## src/rtl/dac_if_pkg.sv

```systemverilog
// Package: shared widths and constants for the double-buffered DAC register.
// Assumes the code splits into a low byte plus a high remainder.
package dac_if_pkg;
    localparam int CODE_W = 12;
    localparam int LO_W   = 8;
    localparam int HI_W   = CODE_W - LO_W;
    localparam logic [CODE_W-1:0] MID_CODE = {1'b1, {(CODE_W-1){1'b0}}};
endpackage

```

## src/rtl/dac_strobe_decode.sv

```systemverilog
// Module: dac_strobe_decode
// Turns the active-low host strobes into active-high enables, each one
// qualified by the master write strobe. Purely combinational.
module dac_strobe_decode (
    input  logic wr_n,
    input  logic xfer_n,
    input  logic hi_ld_n,
    input  logic lo_ld_n,
    output logic lo_load,
    output logic hi_load,
    output logic xfer
);
    // Qualify every enable with the master write strobe.
    always_comb begin
        lo_load = !wr_n && !lo_ld_n;
        hi_load = !wr_n && !hi_ld_n;
        xfer    = !wr_n && !xfer_n;
    end
endmodule

```

## src/rtl/dac_stage_reg.sv

```systemverilog
// Module: dac_stage_reg
// One piece of the holding rank, loaded on a clock edge when enabled.
// It has no reset: its content survives the output clear by design.
module dac_stage_reg #(
    parameter int W = 8
) (
    input  logic         clk,
    input  logic         load,
    input  logic [W-1:0] d,
    output logic [W-1:0] q
);
    // Capture the bus piece when enabled, otherwise hold.
    always_ff @(posedge clk) begin
        if (load) q <= d;
    end
endmodule

```

## src/rtl/dac_code_reg.sv

```systemverilog
// Module: dac_code_reg
// Output rank. Asynchronous active-low clear to the mid-scale code, which
// overrides the load enable.
module dac_code_reg #(
    parameter int              W   = 12,
    parameter logic [W-1:0]    MID = {1'b1, {(W-1){1'b0}}}
) (
    input  logic         clk,
    input  logic         clr_n,
    input  logic         load,
    input  logic [W-1:0] d,
    output logic [W-1:0] q
);
    // Clear to mid-scale at once, otherwise take d on an enabled edge.
    always_ff @(posedge clk or negedge clr_n) begin
        if (!clr_n)    q <= MID;
        else if (load) q <= d;
    end

    // the clear holds the output at mid-scale at every edge.
    p_clear_mid_r1: assert property (@(posedge clk) !clr_n |-> q == MID)
        else $error("output not mid-scale during clear");
endmodule

```

## src/rtl/dac_dbl_buffer.sv

```systemverilog
// Module: dac_dbl_buffer (top)
// Double-buffered 12-bit DAC input register: a byte/nibble holding rank,
// a 12-bit output rank, and pass-through from the bus for any piece
// loaded in the same write as the transfer. Assumes synchronous strobes.
module dac_dbl_buffer
    import dac_if_pkg::*;
(
    input  logic              clk,
    input  logic              clr_n,
    input  logic              wr_n,
    input  logic              xfer_n,
    input  logic              hi_ld_n,
    input  logic              lo_ld_n,
    input  logic [CODE_W-1:0] bus_data,
    output logic [CODE_W-1:0] dac_code
);
    logic              lo_load, hi_load, xfer;
    logic [LO_W-1:0]   lo_q, lo_next;
    logic [HI_W-1:0]   hi_q, hi_next;

    dac_strobe_decode u_dec (
        .wr_n    (wr_n),
        .xfer_n  (xfer_n),
        .hi_ld_n (hi_ld_n),
        .lo_ld_n (lo_ld_n),
        .lo_load (lo_load),
        .hi_load (hi_load),
        .xfer    (xfer)
    );

    dac_stage_reg #(.W(LO_W)) u_lo (
        .clk (clk), .load (lo_load), .d (bus_data[LO_W-1:0]), .q (lo_q)
    );

    dac_stage_reg #(.W(HI_W)) u_hi (
        .clk (clk), .load (hi_load), .d (bus_data[CODE_W-1:LO_W]), .q (hi_q)
    );

    // Pick bus data for a piece loaded this write, else its staged copy.
    always_comb begin
        lo_next = lo_load ? bus_data[LO_W-1:0]      : lo_q;
        hi_next = hi_load ? bus_data[CODE_W-1:LO_W] : hi_q;
    end

    dac_code_reg #(.W(CODE_W), .MID(MID_CODE)) u_out (
        .clk   (clk),
        .clr_n (clr_n),
        .load  (xfer),
        .d     ({hi_next, lo_next}),
        .q     (dac_code)
    );

    // without the write strobe neither rank moves.
    p_hold_r2: assert property (@(posedge clk) disable iff (!clr_n)
        wr_n |=> ($stable(dac_code) && $stable(lo_q) && $stable(hi_q)))
        else $error("state changed with write strobe high");

    // a staged byte equals the bus byte of the loading write.
    p_lo_stage_r3: assert property (@(posedge clk) disable iff (!clr_n)
        (!wr_n && !lo_ld_n) |=> lo_q == $past(bus_data[LO_W-1:0]))
        else $error("low byte not staged");

    // a plain transfer copies the previously staged pieces.
    p_xfer_r4: assert property (@(posedge clk) disable iff (!clr_n)
        (!wr_n && !xfer_n && hi_ld_n && lo_ld_n) |=> dac_code == $past({hi_q, lo_q}))
        else $error("transfer did not copy staged code");

    // a high nibble loaded with the transfer reaches the output directly.
    p_hi_through_r5: assert property (@(posedge clk) disable iff (!clr_n)
        (!wr_n && !xfer_n && !hi_ld_n) |=> dac_code[CODE_W-1:LO_W] == $past(bus_data[CODE_W-1:LO_W]))
        else $error("high nibble not passed through");
endmodule

```

## config.mk

```make
export PLATFORM = sky130hd
export DESIGN_NAME = dac_dbl_buffer
export DESIGN_NICKNAME = d
export VERILOG_FILES = /design/src/rtl/dac_if_pkg.sv /design/src/rtl/dac_strobe_decode.sv /design/src/rtl/dac_stage_reg.sv /design/src/rtl/dac_code_reg.sv /design/src/rtl/dac_dbl_buffer.sv
export SDC_FILE = /design/constraint.sdc
export NUM_CORES = 1
export LEC_CHECK = 0
export ABC_AREA = 1
export BUFFER_PORTS_ARGS = -buffer_cell sky130_fd_sc_hd__buf_4
export CORE_MARGIN = 5
export CORE_UTILIZATION = 50
export DETAILED_ROUTE_END_ITERATION = 10
export PLACE_DENSITY = 0.81
export SETUP_SLACK_MARGIN = 0.4
export SYNTH_ARGS = -nofsm -noshare
export SYNTH_HDL_FRONTEND = slang
export SYNTH_HIERARCHICAL = 1
export SYNTH_SLANG_ARGS = --single-unit
```

## constraint.sdc

```tcl
create_clock -name clk -period 1.2 [get_ports clk]
set_input_delay 0.06 -clock clk [delete_from_list [all_inputs] [get_ports clk]]
set_output_delay 0.06 -clock clk [all_outputs]
set_load 0.02 [all_outputs]
```

==> results.md <==
* Compound-cell area share of the yosys netlist at 0
* PortBufs at 29
* CTS tree: built
* # nets final at 177
* Crit-path slowest cell: dfstp_2
* Post-route insts no fill at 185
* CP Class: reg -> out
* XOR/XNOR Fraction of Synth Area at 0
* Clock slew at reported path FFs at 0.12 ns
* # clock sinks at 24
* Flop2flop setup slack at 0.45 ns
* PwrDens at 1220 nW/um^2
* DIE HEIGHT at 54.4 um
* HPWL Detailed at 1.36 mm
* Ranking of synthesized cells by area: edfxtp_1 (37%), dfrtp_1 (28%), nand2_1 (27%)
* Final core utilization at 0.783
* Top cell type by total area after synthesis: edfxtp_1
* Max-slew violation count at 0
* Synth Flop Type: edfxtp_1
* Final Power at 1840 uW
* GRT Overall Usage at 0.161
* Pre-CTS setup slack at 0.313 ns
* Num rows at 16
* Cells along the critical path: buf_6
* Crit path launch type: register
* Largest net degree at the start of global routing at 14
* Result of the run: complete, no violations
* DR pass1 iterations at 4
* CP arrival at 0.97 ns
* Initial core utilization at 0.512
* Static leakage at 0.000767 uW
* I/O Pins at 30
* H-tree Lvls at 1
* Seq/Total Area, Yosys at 0.672
* Worst Path Required at 1.14 ns
* Synth cell count leaders: nand2_1 (72), edfxtp_1 (12), dfrtp_1 (11)
* Worst skew pair latency at 0.30 ns
* Fmax at 968 MHz
* Avg WL per Cell at 10.7 um
* FF+latch count, synth at 24
* Largest family of logic cells by synthesized area: simple AND/OR/NAND/NOR gates
* DRC Markers at 0
* Total CTS buffers at 3
* Vias in the first global route at 779
* Layout cells sized above 1 at 0.323
* Synthesized instance count at 105
* Area share of fa/ha/maj cells after synthesis at 0
* Worst path max stage delay at 0.56 ns
* RD Place Congestion at 0.684
* Clk buf depth at 2
* Post-synth EDFFs at 12
* Syn nets at 123
* Core box area at 1920 um^2
* Critical path peak fanout at 2
* Final period util at 0.861
* Via count at 820
* Area Growth Syn to Fin at 52.9%
* Starting DRC count in detailed routing at 7
* Setup_tns at 0 ns
* Maximum Capacitance Violations at 0
* Yosys cell types at 9
* Crit path buffers/inverters at 1
* Maximum vdd drop at 0.970 mV
* Yosys top cell area share at 0.366
* CTS root buffer: clkbuf_4
* Grt ovf at 0
* Post-Syn Area per Cell at 9.38 um^2
* Synthesis Warnings at 6
* Routed vias/inst at 4.43
* Hold crit path type: in -> reg
* Register Area at 662 um^2
* Chip width at 54.4 um
* Placed Cells at 161
* Worst Slack Setup Final at 0.167 ns
* Rel. slew slack at 0.840
* Nature of the critical path endpoint: output port
* Mux share of post-synthesis cell area at 0
* RSZ-0062 raised after global routing: yes
* Mapped cell area at 985 um^2
* Hold Violations, Final at 0
* Crit-path leading delay family: flip-flops
* Multi-input logic area at 302 um^2
* Post-DRT Antenna Nets at 0
* Worst clock skew at 0.00172 ns
* Die area at 2960 um^2
* Synth Area in Simple Gates at 0.286
* # setup viols final at 0
* Worst-margin pin slew at 0.240 ns
* Final worst path period need at 1.03 ns
* Layout filler cell count at 141
* Inserted Diodes at 0
* Most frequent cell after synthesis: nand2_1
* Initial antenna violation count at 0
* WL final at 1.98 mm
* Async set-reset flop share out of synthesis at 0.500
* First-pass GRT wire length at 3.35 mm
-- layer usage --
| metal | track usage | up-vias | wire length (um) |
|---|---|---|---|
| met5 | 0 | - | 0 |
| met4 | 0.0871 | 0 | 28 |
| met3 | 0.0218 | 2 | 108 |
| met2 | 0.271 | 26 | 949 |
| met1 | 0.200 | 361 | 892 |
| li1 | - | 431 | - |
-- worst paths after layout --
path	start	end	cells past startpoint
hold / removal	lo_ld_n	u_lo/q[2]	2
max in group asynchronous	clr_n	u_out/q[11]	2
hold reg to reg	u_out/q[11]	u_out/q[11]	2
setup / recovery	u_out/q[11]	dac_code[11]	1
min in group asynchronous	clr_n	u_out/q[4]	2
setup reg to reg	u_out/q[10]	u_out/q[10]	3
-- area by class of cell --
| class | count | share of cell area |
|---|---|---|
| Sequential cell | 24 | 0.440 |
| Timing Repair Buffer | 52 | 0.313 |
| Multi-Input combinational cell | 75 | 0.200 |
| Tap cell | 27 | 0.0224 |
| Clock buffer | 4 | 0.0175 |
| Inverter | 3 | 0.00748 |
-- flip-flops by register name, summed over array words and instances, names as in the netlist --
register  cells
u_hi/q        4
u_lo/q        8
u_out/q      12
-- per-stage QoR --
stage | cell area, um^2 | hold WS, ns
2_1_floorplan | 995 | -0.236
3_3_place_gp | 1240 | -0.0991
3_5_place_dp | 1240 | -0.0964
4_1_cts | 1460 | 0.0352
5_1_grt | 1510 | 0.0328
6_report | 1510 | 0.0416
-- kinds of logic (layout without fill, tap and decap cells) --
group / count (synthesis) / in the layout
AND/OR/NAND/NOR: 75 / 75
buffers and inverters: 6 / 59
flip-flops: 24 / 24
-- what timing repair did --
action	CTS	global route
buffers inserted	3	4
cloned	0	0
endpoints found under the hold margin	24	0
setup endpoints to repair	12	16
hold buffers	13	0
pin swaps	0	1
gates resized for setup	12	5
-- power by group --
group / switching [uW] / internal (uW)
Sequential: 46.8 / 958
Clock: 221 / 130
Combinational: 222 / 260
Total: 490 / 1350
-- layout by cell type, fill, tap and decap left out, drive strengths merged --
master / Yosys / routed
nor2: 3 / 3
edfxtp: 12 / 12
nand2: 72 / 72
dlymetal6s4s: 0 / 1
inv: 3 / 3
dfstp: 1 / 1
buf: 3 / 39
dlygate4sd3: 0 / 12
clkbuf: 0 / 4
dfrtp: 11 / 11
(Power assumes the default switching activity.)
